$ cat config.mk
export PLATFORM = sky130hd
export DESIGN_NAME = lpc_rd_target
export DESIGN_NICKNAME = d
export VERILOG_FILES = /design/src/rtl/lpc_rd_pkg.sv /design/src/rtl/lpc_rd_decode.sv /design/src/rtl/lpc_rd_drive.sv /design/src/rtl/lpc_rd_target.sv
export SDC_FILE = /design/constraint.sdc
export NUM_CORES = 1
export LEC_CHECK = 0
export BUFFER_PORTS_ARGS = -buffer_cell sky130_fd_sc_hd__buf_2
export CORE_ASPECT_RATIO = 1.1
export CORE_MARGIN = 2
export CORE_UTILIZATION = 53
export DETAILED_ROUTE_END_ITERATION = 8
export PLACE_DENSITY = 0.84
export SLEW_MARGIN = 20
export SYNTH_ARGS = -nofsm -noshare
export SYNTH_HDL_FRONTEND = slang
export SYNTH_SLANG_ARGS = --single-unit
$ cat constraint.sdc
create_clock -name clk -period 2.6 [get_ports clk]
set_clock_uncertainty 0.2 [all_clocks]
set_input_delay 0.26 -clock clk [delete_from_list [all_inputs] [get_ports clk]]
set_output_delay 0.26 -clock clk [all_outputs]
set_load 0.005 [all_outputs]
$ cat src/rtl/lpc_rd_pkg.sv
package lpc_rd_pkg;

  typedef enum logic [3:0] {
    ST_IDLE,
    ST_CTYPE,
    ST_ADDR,
    ST_TURN0,
    ST_TURN1,
    ST_READY,
    ST_DLOW,
    ST_DHIGH,
    ST_FINAL
  } lrt_state_e;

  localparam logic [3:0] NIB_START = 4'h0;
  localparam logic [3:0] NIB_READY = 4'h0;
  localparam logic [3:0] NIB_ONES  = 4'hF;

  function automatic logic is_mem_read(input logic [3:0] code);
    return code[3:1] == 3'b010;
  endfunction

  function automatic logic drives_bus(input lrt_state_e s);
    return (s == ST_READY) || (s == ST_DLOW) || (s == ST_DHIGH) || (s == ST_FINAL);
  endfunction

  function automatic logic [3:0] tx_nibble(input lrt_state_e s, input logic [7:0] d);
    logic [3:0] n;
    case (s)
      ST_READY: n = NIB_READY;
      ST_DLOW:  n = d[3:0];
      ST_DHIGH: n = d[7:4];
      default:  n = NIB_ONES;
    endcase
    return n;
  endfunction

endpackage

$ cat src/rtl/lpc_rd_decode.sv
module lpc_rd_decode
  import lpc_rd_pkg::*;
#(
  parameter int ADDR_W = 32
) (
  input  logic              clk,
  input  logic              rst_n,
  input  logic              frame_n,
  input  logic [3:0]        lad_in,
  input  logic [7:0]        mem_data,
  output lrt_state_e        state,
  output logic [ADDR_W-1:0] addr_q,
  output logic [7:0]        data_q,
  output logic              ev_start,
  output logic              ev_ctype_bad,
  output logic              ev_addr_done
);
  localparam int NIBS  = ADDR_W / 4;
  localparam int CNT_W = (NIBS > 1) ? $clog2(NIBS) : 1;
  localparam logic [CNT_W-1:0] LAST_NIB = CNT_W'(NIBS - 1);

  lrt_state_e       nxt;
  logic [CNT_W-1:0] nib_cnt;

  assign ev_start     = !frame_n && (lad_in == NIB_START);
  assign ev_ctype_bad = frame_n && (state == ST_CTYPE) && !is_mem_read(lad_in);
  assign ev_addr_done = frame_n && (state == ST_ADDR) && (nib_cnt == LAST_NIB);

  always_comb begin
    nxt = ST_IDLE;
    if (!frame_n) begin
      nxt = ev_start ? ST_CTYPE : ST_IDLE;
    end else begin
      case (state)
        ST_CTYPE: nxt = is_mem_read(lad_in) ? ST_ADDR : ST_IDLE;
        ST_ADDR:  nxt = ev_addr_done ? ST_TURN0 : ST_ADDR;
        ST_TURN0: nxt = ST_TURN1;
        ST_TURN1: nxt = ST_READY;
        ST_READY: nxt = ST_DLOW;
        ST_DLOW:  nxt = ST_DHIGH;
        ST_DHIGH: nxt = ST_FINAL;
        default:  nxt = ST_IDLE;
      endcase
    end
  end

  always_ff @(posedge clk or negedge rst_n) begin
    if (!rst_n) begin
      state   <= ST_IDLE;
      nib_cnt <= '0;
      addr_q  <= '0;
      data_q  <= '0;
    end else begin
      state <= nxt;
      if (state != ST_ADDR) begin
        nib_cnt <= '0;
      end else if (frame_n) begin
        nib_cnt <= nib_cnt + 1'b1;
        addr_q  <= {addr_q[ADDR_W-5:0], lad_in};
      end
      if (state == ST_TURN1) begin
        data_q <= mem_data;
      end
    end
  end

endmodule

$ cat src/rtl/lpc_rd_drive.sv
module lpc_rd_drive
  import lpc_rd_pkg::*;
(
  input  logic       clk,
  input  logic       rst_n,
  input  lrt_state_e state,
  input  logic [7:0] data_q,
  output logic [3:0] lad_out,
  output logic       lad_oe
);
  always_ff @(negedge clk or negedge rst_n) begin
    if (!rst_n) begin
      lad_oe  <= 1'b0;
      lad_out <= NIB_ONES;
    end else begin
      lad_oe  <= drives_bus(state);
      lad_out <= tx_nibble(state, data_q);
    end
  end

endmodule

$ cat src/rtl/lpc_rd_target.sv
module lpc_rd_target
  import lpc_rd_pkg::*;
#(
  parameter int ADDR_W = 32
) (
  input  logic              clk,
  input  logic              rst_n,
  input  logic              frame_n,
  input  logic [3:0]        lad_in,
  output logic [3:0]        lad_out,
  output logic              lad_oe,
  output logic              mem_rd,
  output logic [ADDR_W-1:0] mem_addr,
  input  logic [7:0]        mem_data
);
  lrt_state_e state;
  logic [7:0] data_q;
  logic       ev_start;
  logic       ev_ctype_bad;
  logic       ev_addr_done;

  lpc_rd_decode #(.ADDR_W(ADDR_W)) u_decode (
    .clk          (clk),
    .rst_n        (rst_n),
    .frame_n      (frame_n),
    .lad_in       (lad_in),
    .mem_data     (mem_data),
    .state        (state),
    .addr_q       (mem_addr),
    .data_q       (data_q),
    .ev_start     (ev_start),
    .ev_ctype_bad (ev_ctype_bad),
    .ev_addr_done (ev_addr_done)
  );

  lpc_rd_drive u_drive (
    .clk     (clk),
    .rst_n   (rst_n),
    .state   (state),
    .data_q  (data_q),
    .lad_out (lad_out),
    .lad_oe  (lad_oe)
  );

  assign mem_rd = (state == ST_TURN0);

endmodule

==> metrics.cfg, run 1 <==
[timing]
tightest_slew_ns = 0.6384
hold_viol_final = 0
rsz0062_at_grt = yes
maxSlewHeadroom_pct = 57.25
tns_ns = -0.4987
holdWs_ns = 0.009068
setup_viol = 4
slew_violations = 0
setup_ws_ns = -0.1309

[critical_path]
r2r_end = u_drive.lad_oe
r2r_slack_ns = 0.10
crit_chain = buf_2
rr_worst_depth = 3
crit_required_ns = 2.14
crit_buf_inv = 1
crit_arrival_ns = 2.27
slowest_stage = dfstp_2
crit_fanout = 1
worst-setup-path-type = register to output pin
r2r_start = u_decode.state[3]
end_kind = output pin
critPathMaxStageDelay_ns = 0.51
cp-start-kind = register
critPathTopFamily = flip-flops

[global_route]
gr-total-overflow = 0
grt_usage_pct = 16.90
grt_pass1_vias = 1276
grt_max_degree = 40
antenna_found_initial = 0
grt_pass1_wl_mm = 6.058

[synthesis]
ys_ff_latch = 52
synth_top_area_share_pct = 52.34
synthesis.area_um2 = 2247
async_flop_share_pct = 100.0
yosysSeqAreaShare_pct = 58.13
yosysMostFrequentCell = dfrtp_1
postSynthAreaPerCell_um2 = 15.61
synth_warnings = 0
synth_commonest_cells = dfrtp_1 (47), mux2_4 (30), mux2_2 (10)
syn-num-nets = 161
synth_area_leader_cell = dfrtp_1
postSynthCellCount = 144
yosys-top-cells-area = dfrtp_1 (52%), mux2_4 (20%), mux2_2 (5.0%)
synth_edf_count = 0
ys.flop_type = dfrtp_1
ys_types = 31

[finish]
drive_gt1_share_pct = 52.38
finalInstanceArea_um2 = 2694
multi_input_comb_area_um2 = 848.3
layout.nets = 226
seq_area_um2 = 1308
areaGrowthSynthToFinish_pct = 19.88
antennaDiodeCount = 0
fillers = 295

[clock_tree]
clk_latency_ns = 0.30
cts_buffers = 5
clock-root-buffer = clkbuf_8
clockBufferDepth = 2
cts_sinks = 52
htreeDepth = 2
cts_tree = built
clk_pin_slew_ns = 0.09

[power]
power.density_nw_per_um2 = 529.4
ir_drop_uv = 312.8
switching_share_pct = 23.17
p_clk_share_pct = 32.4
comb_power_share_pct = 7.0
p_sw_mw = 0.3304
pwr-share-seq_pct = 60.6
power_leakage_nw = 1.513
p_int_mw = 1.096

[route]
antenna_left = 0
drt-wirelength-per-cell_um = 14.70
drc = 0
dr.first_iter.drc_count = 49
viasPerCell = 5.073
vias = 1329
firstDrtPassIters = 4
wl_mm = 3.852

[hold_path]
hold_depth = 2
hold_start = mem_data[6]
hp-class = input pin to register
min_to = u_decode.data_q[6]

[floorplanning]
core_area_um2 = 4024
dieArea_um2 = 4777
fp-row-count = 24
die_h_um = 72.29
start_util_pct = 55.85
io_pins = 53
die_x_um = 66.09

[run_status]
violations = setup timing
status = complete, but fails checks

[run]
drv_cap = 0

[placement]
place.gp.congestion = 0.8565
dpl-instance-area_um2 = 2499
place_ws_ns = 0.08628
portBuffers = 52
place_hpwl_mm = 2.729

-- cell type report --
cell class              count  share of cell area [%]
repair buffers             63                   13.79
well taps                  52                   2.415
clock buffers               5                   2.555
clock inverters             7                   1.208
flip-flops and latches     52                   48.54
multi-input cells          83                   31.49
-- state kept, by name, summed over array words and instances, names as in the netlist --
| name | cells |
|---|---|
| u_decode.addr_q | 32 |
| u_decode.data_q | 8 |
| u_decode.state | 4 |
| u_drive.lad_out | 4 |
| u_decode.nib_cnt | 3 |
| u_drive.lad_oe | 1 |
-- cell families after synthesis --
group / after synthesis / share of synthesized area (%)
AND/OR/NAND/NOR: 24 / 6.571
AO/OA/AOI/OAI: 13 / 3.341
buffers and inverters: 9 / 4.120
flip-flops: 52 / 58.13
multiplexers: 42 / 25.95
adder cells (fa/ha/maj): 2 / 1.113
XOR/XNOR: 2 / 0.7797
-- through the flow --
step	cells	power [mW]	utilization, %
after CTS	262	1.443	66.92
after floorplan	144	0.9296	-
after detailed placement	242	0.9830	62.10
final	262	1.426	66.95
after global routing	262	1.494	66.95
after global placement	242	0.9796	62.10
-- metal layers --
| metal | wire [µm] | vias up | GRT usage (%) |
|---|---|---|---|
| met1 | 1779 | 660 | 22.87 |
| li1 | - | 631 | - |
| met4 | 46 | 0 | 5.442 |
| met3 | 190 | 6 | 5.426 |
| met2 | 1835 | 32 | 26.11 |
| met5 | 0 | - | 0 |
-- how the worst max path moves through the flow --
| stage | startpoint | slack (ns) | cells after the start | end |
|---|---|---|---|---|
| floorplan | u_decode.state[1] | 0.13 | 4 | u_drive.lad_oe |
| global placement | u_decode.state[0] | 0.14 | 3 | u_drive.lad_out[1] |
| detailed placement | u_decode.state[0] | 0.09 | 3 | u_drive.lad_out[2] |
| CTS | u_drive.lad_out[0] | -0.14 | 1 | lad_out[0] |
| global route | u_drive.lad_out[3] | -0.17 | 1 | lad_out[3] |
| finish | u_drive.lad_out[0] | -0.13 | 1 | lad_out[0] |
-- timing repair --
item	4_1_cts	5_1_grt
endpoints found under the hold margin	16	0
hold buffers	9	0
setup buffers	0	0
endpoints found under the setup margin	4	5
resized for setup	1	1
-- cells in the final DEF (no fill, tap or decap), drive strengths merged, types with 2 or more instances in the layout --
| cell | synthesis | layout |
|---|---|---|
| buf | 5 | 54 |
| inv | 1 | 4 |
| a21oi | 2 | 2 |
| ha | 2 | 2 |
| nand2b | 2 | 2 |
| dfrtp | 47 | 47 |
| clkinv | 0 | 2 |
| mux2 | 40 | 40 |
| nor3b | 2 | 2 |
| mux2i | 2 | 2 |
| nand2 | 3 | 3 |
| clkbuf | 3 | 5 |
| o21ai | 7 | 7 |
| a21boi | 4 | 4 |
| dfstp | 4 | 4 |
| dlygate4sd3 | 0 | 9 |
| or3 | 2 | 2 |
| nor3 | 2 | 2 |
| nor2 | 8 | 8 |
-- power groups by stage --
stage	logic [mW]	registers, mW	clock network, mW
floorplan	0.0439	0.874	0.0120
global placement	0.0886	0.879	0.0120
detailed placement	0.0919	0.879	0.0120
CTS	0.103	0.864	0.476
global route	0.110	0.868	0.516
finish	0.100	0.864	0.462
(Power assumes the default switching activity.)
==> run 2, diff against run 1 <==
- CORE_UTILIZATION: 53 -> 48
- PLACE_DENSITY: 0.84 -> 0.8
- RECOVER_POWER: unset -> 100
- clock period: 2.6 -> 2.3 ns (I/O delays scaled with it)
==> run 2 against run 1 <==
The flow still finishes with violations (setup timing). Design area is 3.0% higher. Setup slack worse by 0.12 ns. Critical path depth is the same. Die area is 9.8% higher. Sequential cell count unchanged. Register-to-register slack worse by 0.15 ns. Combinational power increased by 15%. Global-route usage shrank 1.1 points. Power up 24%. Sequential power grew 13%. Largest power group unchanged.
==> metrics.cfg, run 2 (synthesis results as in run 1) <==
[timing]
setup_viol = 9  ; +5
hold_viol_final = 0  ; unchanged
tns_ns = -1.204  ; -0.7050 ns
tightest_slew_ns = 0.6572  ; +0.01879 ns
slew_violations = 0  ; unchanged
holdWs_ns = 0.08436  ; +0.07529 ns
setup_ws_ns = -0.2509  ; -0.1200 ns
rsz0062_at_grt = yes
maxSlewHeadroom_pct = 56.19  ; -1.1 points

[critical_path]
crit_chain = buf_2
crit_arrival_ns = 2.12  ; -0.15 ns
cp-start-kind = register
worst-setup-path-type = register to output pin
critPathTopFamily = flip-flops
crit_required_ns = 1.87  ; -0.27 ns
critPathMaxStageDelay_ns = 0.51  ; about the same
end_kind = output pin
crit_fanout = 1  ; unchanged
crit_buf_inv = 1  ; unchanged
slowest_stage = dfstp_2

[route]
viasPerCell = 4.996  ; -1.5%
antenna_left = 0  ; unchanged
dr.first_iter.drc_count = 58  ; +18%
vias = 1384  ; +4.1%
drt-wirelength-per-cell_um = 14.07  ; -4.3%
firstDrtPassIters = 4  ; unchanged
drc = 0  ; unchanged
wl_mm = 3.898  ; +1.2%

[placement]
place_hpwl_mm = 2.713  ; -0.61%
dp.cells = 253  ; +4.5%
portBuffers = 52  ; unchanged
dpl-instance-area_um2 = 2569  ; +2.8%
place_ws_ns = 0.01135  ; -0.07493 ns
place.gp.congestion = 0.8606  ; +0.48%

[floorplanning]
core_area_um2 = 4587  ; +14%
dieArea_um2 = 5245  ; +9.8%
start_util_pct = 48.99  ; -6.9 points
fp-row-count = 26  ; +8.3%
die_h_um = 75.76  ; +4.8%
io_pins = 53  ; unchanged
die_x_um = 69.24  ; +4.8%

[clock_tree]
clockBufferDepth = 2  ; unchanged
cts_buffers = 5  ; unchanged
clk_pin_slew_ns = 0.10  ; about the same
htreeDepth = 2  ; unchanged
cts_sinks = 52  ; unchanged
cts_tree = built
clock-root-buffer = clkbuf_8
clk_latency_ns = 0.30  ; about the same
cts_setup_buffers = 0  ; unchanged

[finish]
multi_input_comb_area_um2 = 832.0  ; -1.9%
seq_area_um2 = 1306  ; about the same
fillers = 360  ; +22%
final_cell_mix = dfrtp_1 (47), buf_2 (35), mux2_4 (30)
finalInstanceArea_um2 = 2774  ; +3.0%
areaGrowthSynthToFinish_pct = 23.44
layout.nets = 237  ; +4.9%
drive_gt1_share_pct = 42.53  ; -9.8 points
largest_reg_flops = 32  ; unchanged
layout_commonest_cell = dfrtp_1
regMostFlops = u_decode.addr_q
final_cells = 277  ; +5.7%
antennaDiodeCount = 0  ; unchanged
reg_top3 = u_decode.addr_q: 32 flops, u_decode.data_q: 8 flops

[hold_path]
hp-class = input pin to register

[run_status]
status = complete, but fails checks
violations = setup timing

[power]
power.density_nw_per_um2 = 635.1  ; +20%
power_leakage_nw = 1.497  ; -1.1%
ir_drop_uv = 563.0  ; +80%

[global_route]
grt_pass1_wl_mm = 6.451  ; +6.5%
grt_pass1_vias = 1375  ; +7.8%
grt_usage_pct = 15.75  ; -1.1 points
grt_max_degree = 33  ; -18%
gr-total-overflow = 0  ; unchanged
antenna_found_initial = 0  ; unchanged

[run]
drv_cap = 0  ; unchanged

==> run 2: cell count changes in the layout (fill, tap and decap cells not counted), sizes merged <==
cell,change
inv,+1
clkbuf,+21
clkinvlp,-1
clkinv,-1
buf,-14
dlygate4sd3,+4
bufinv,+1
==> run 2: what timing repair did <==
| action | in CTS | in global routing |
|---|---|---|
| hold buffers | 13 | 0 |
| setup endpoints to repair | 6 | 10 |
| hold endpoints to repair | 60 | 0 |
| gates resized for setup | 0 | 0 |
==> run 2: path summary, 6_finish.rpt <==
| check | start | slack (ns) | cells after the start | to |
|---|---|---|---|---|
| setup / recovery | u_drive.lad_out[0] | -0.25 | 1 | lad_out[0] |
| hold / removal | frame_n | 0.08 | 3 | u_decode.state[2] |
| setup reg to reg | u_decode.state[1] | -0.05 | 3 | u_drive.lad_out[0] |
| hold reg to reg | u_decode.addr_q[29] | 0.31 | 1 | u_decode.addr_q[29] |
| max in group asynchronous | rst_n | 0.13 | 2 | u_drive.lad_out[3] |
| min in group asynchronous | rst_n | 0.26 | 2 | u_decode.data_q[7] |
==> run 2: through the flow <==
| stage | utilization, % | power [mW] |
|---|---|---|
| finish | 60.47 | 1.762 |
| global route | 60.47 | 1.857 |
| CTS | 61.67 | 1.786 |
| detailed placement | 56.00 | 1.112 |
| global placement | 56.00 | 1.110 |
| floorplan | - | 1.051 |
==> run 2: routing by layer <==
| layer | part of all wire, % | up-vias | GRT usage [%] |
|---|---|---|---|
| li1 | - | 652 | - |
| met1 | 45 | 677 | 19.81 |
| met2 | 48 | 49 | 26.60 |
| met3 | 5.0 | 6 | 4.762 |
| met4 | 1.2 | 0 | 5.229 |
| met5 | 0 | - | 0 |
==> run 2: cell type report <==
| type | instances | area share [%] |
|---|---|---|
| tap | 56 | 2.526 |
| timing repair buffer | 74 | 15.56 |
| sequential | 52 | 47.09 |
| clock inverter | 7 | 2.346 |
| clock buffer | 5 | 2.481 |
| multi-input combinational | 83 | 30.00 |
==> run 2: report_power, final <==
group          total [mW]  internal [mW]  switching, mW  leakage, nW
sequential          0.976          0.951         0.0254        0.699
combinational       0.115         0.0701         0.0453        0.716
clock               0.670          0.343          0.327       0.0816
total                1.76           1.36          0.398         1.50
==> run 3, diff against run 2 <==
- REMOVE_ABC_BUFFERS: unset -> 1
==> run 3 against run 2 <==
The flow still finishes with violations (setup timing). Via count fell by 0.65%. Non-clock buffer count rose by 1. Combinational power barely moved. Cell count rose by 0.36%. Critical path depth did not move. First-iteration DRC count rose by 17%. Sequential cell count did not move. Register-to-register slack barely moved. Worst hold slack got worse by 0.0022 ns. Clock power fell by 6.6%.
==> metrics.cfg, run 3 (synthesis results as in run 1) <==
[clock_tree]
htreeDepth = 2  ; unchanged
clk_pin_slew_ns = 0.09  ; about the same
clock-root-buffer = clkbuf_8
cts_tree = built
cts_sinks = 52  ; unchanged
cts_buffers = 5  ; unchanged
clk_latency_ns = 0.30  ; about the same
clockBufferDepth = 2  ; unchanged

[finish]
regMostFlops = u_decode.addr_q
final_cells = 278  ; +0.36%
layout_commonest_cell = dfrtp_1
utilization_pct = 60.58  ; +0.11 points
largest_reg_flops = 32  ; unchanged
layout.nets = 238  ; +0.42%
reg_top3 = u_decode.addr_q: 32 flops, u_decode.data_q: 8 flops
fillers = 381  ; +5.8%
areaGrowthSynthToFinish_pct = 23.66
antennaDiodeCount = 0  ; unchanged
final_cell_mix = dfrtp_1 (46), buf_2 (36), mux2_4 (30)
drive_gt1_share_pct = 42.79  ; +0.26 points

[power]
pwr-share-seq_pct = 56.9  ; +1.5 points
switching_share_pct = 21.32  ; -1.3 points
power.density_nw_per_um2 = 617.6  ; -2.8%
ir_drop_uv = 424.3  ; -25%
p_sw_mw = 0.3658  ; -8.1%
power_leakage_nw = 1.496  ; about the same
p_clk_share_pct = 36.5  ; -1.5 points
comb_power_share_pct = 6.7  ; about the same
p_int_mw = 1.350  ; -0.98%

[route]
firstDrtPassIters = 4  ; unchanged
vias = 1375  ; -0.65%
wl_mm = 3.795  ; -2.6%
drc = 0  ; unchanged
antenna_left = 0  ; unchanged
viasPerCell = 4.946  ; -1.0%
drt-wirelength-per-cell_um = 13.65  ; -3.0%
dr.first_iter.drc_count = 68  ; +17%

[floorplanning]
dieArea_um2 = 5245  ; unchanged
fp-row-count = 26  ; unchanged
start_util_pct = 48.99  ; unchanged
die_x_um = 69.24  ; unchanged
core_area_um2 = 4587  ; unchanged
io_pins = 53  ; unchanged
die_h_um = 75.76  ; unchanged

[run_status]
violations = setup timing
status = complete, but fails checks

[timing]
maxSlewHeadroom_pct = 47.81  ; -8.4 points
tightest_slew_ns = 0.7829  ; +0.1257 ns
hold_viol_final = 0  ; unchanged
rsz0062_at_grt = yes
setup_ws_ns = -0.2438  ; +0.007136 ns
setup_viol = 9  ; unchanged
slew_violations = 0  ; unchanged

[placement]
place_hpwl_mm = 2.619  ; -3.4%
portBuffers = 52  ; unchanged
place_ws_ns = -0.03762  ; -0.04897 ns
place.gp.congestion = 0.7839  ; -8.9%
dp.cells = 253  ; unchanged

[critical_path]
critPathTopFamily = flip-flops
worst-setup-path-type = register to output pin
slowest_stage = dfstp_2
critPathMaxStageDelay_ns = 0.51  ; about the same
crit_buf_inv = 1  ; unchanged
crit_required_ns = 1.87  ; about the same
end_kind = output pin
crit_fanout = 1  ; unchanged
crit_arrival_ns = 2.11  ; about the same
cp-start-kind = register
crit_chain = buf_2

[global_route]
antenna_found_initial = 0  ; unchanged
gr-total-overflow = 0  ; unchanged
grt_pass1_vias = 1287  ; -6.4%
grt_max_degree = 33  ; unchanged
grt_pass1_wl_mm = 6.065  ; -6.0%
grt_usage_pct = 14.94  ; -0.82 points

[run]
drv_cap = 0  ; unchanged

[hold_path]
hp-class = input pin to register

-- run 3: what timing repair did --
item	4_1_cts	5_1_grt
buffers inserted	0	1
endpoints found under the setup margin	8	10
hold buffers	13	0
endpoints found under the hold margin	28	0
resized for setup	1	3
-- run 3: worst reg2reg max path: stages, from the launching register on --
cell and delay (ns):
dfrtp_1 0.50, nand2b_1 0.24, nor2_1 0.05, o21ai_0 0.18
-- run 3: through the flow --
stage          instance area, µm²  TNS (ns)  total power [mW]  hold WS (ns)
2_1_floorplan                2158         0             1.048       -0.2656
3_3_place_gp                 2569         0             1.109      -0.05966
3_5_place_dp                 2569  -0.07967             1.111      -0.04921
4_1_cts                      2818    -1.110             1.749       0.06788
5_1_grt                      2779    -2.968             1.804       0.07834
6_report                     2779    -1.187             1.716       0.08215
-- run 3: path summary, 6_finish.rpt --
check / from / to / slack [ns] / cells after the start
setup / recovery: u_drive.lad_out[1] / lad_out[1] / -0.24 / 1
hold / removal: frame_n / u_decode.state[1] / 0.08 / 3
setup reg to reg: u_decode.state[0] / u_drive.lad_out[0] / -0.05 / 3
hold reg to reg: u_decode.data_q[4] / u_decode.data_q[4] / 0.31 / 1
max in group asynchronous: rst_n / u_drive.lad_oe / 0.03 / 2
min in group asynchronous: rst_n / u_decode.data_q[7] / 0.33 / 2
-- run 3: layer usage --
layer	part of all wire (%)	GRT usage (%)	up-vias
li1	-	-	652
met1	47	19.28	677
met2	47	24.36	40
met3	4.9	4.630	6
met4	1.1	5.229	0
met5	0	0	-
-- run 3: power groups by stage --
stage	Sequential, mW	Clock (mW)	Combinational, mW
finish	0.976	0.626	0.115
global route	0.980	0.694	0.129
CTS	0.976	0.651	0.122
detailed placement	0.993	0.0135	0.105
global placement	0.993	0.0135	0.102
floorplan	0.988	0.0135	0.0464
-- run 3: layout make-up --
cell class	instances	area [µm²]	share of cell area, %
clock buffers	6	72.57	2.611
clock inverters	6	48.80	1.756
multi-input cells	83	839.6	30.21
flip-flops and latches	52	1308	47.05
well taps	56	70.07	2.521
repair buffers	75	440.4	15.85
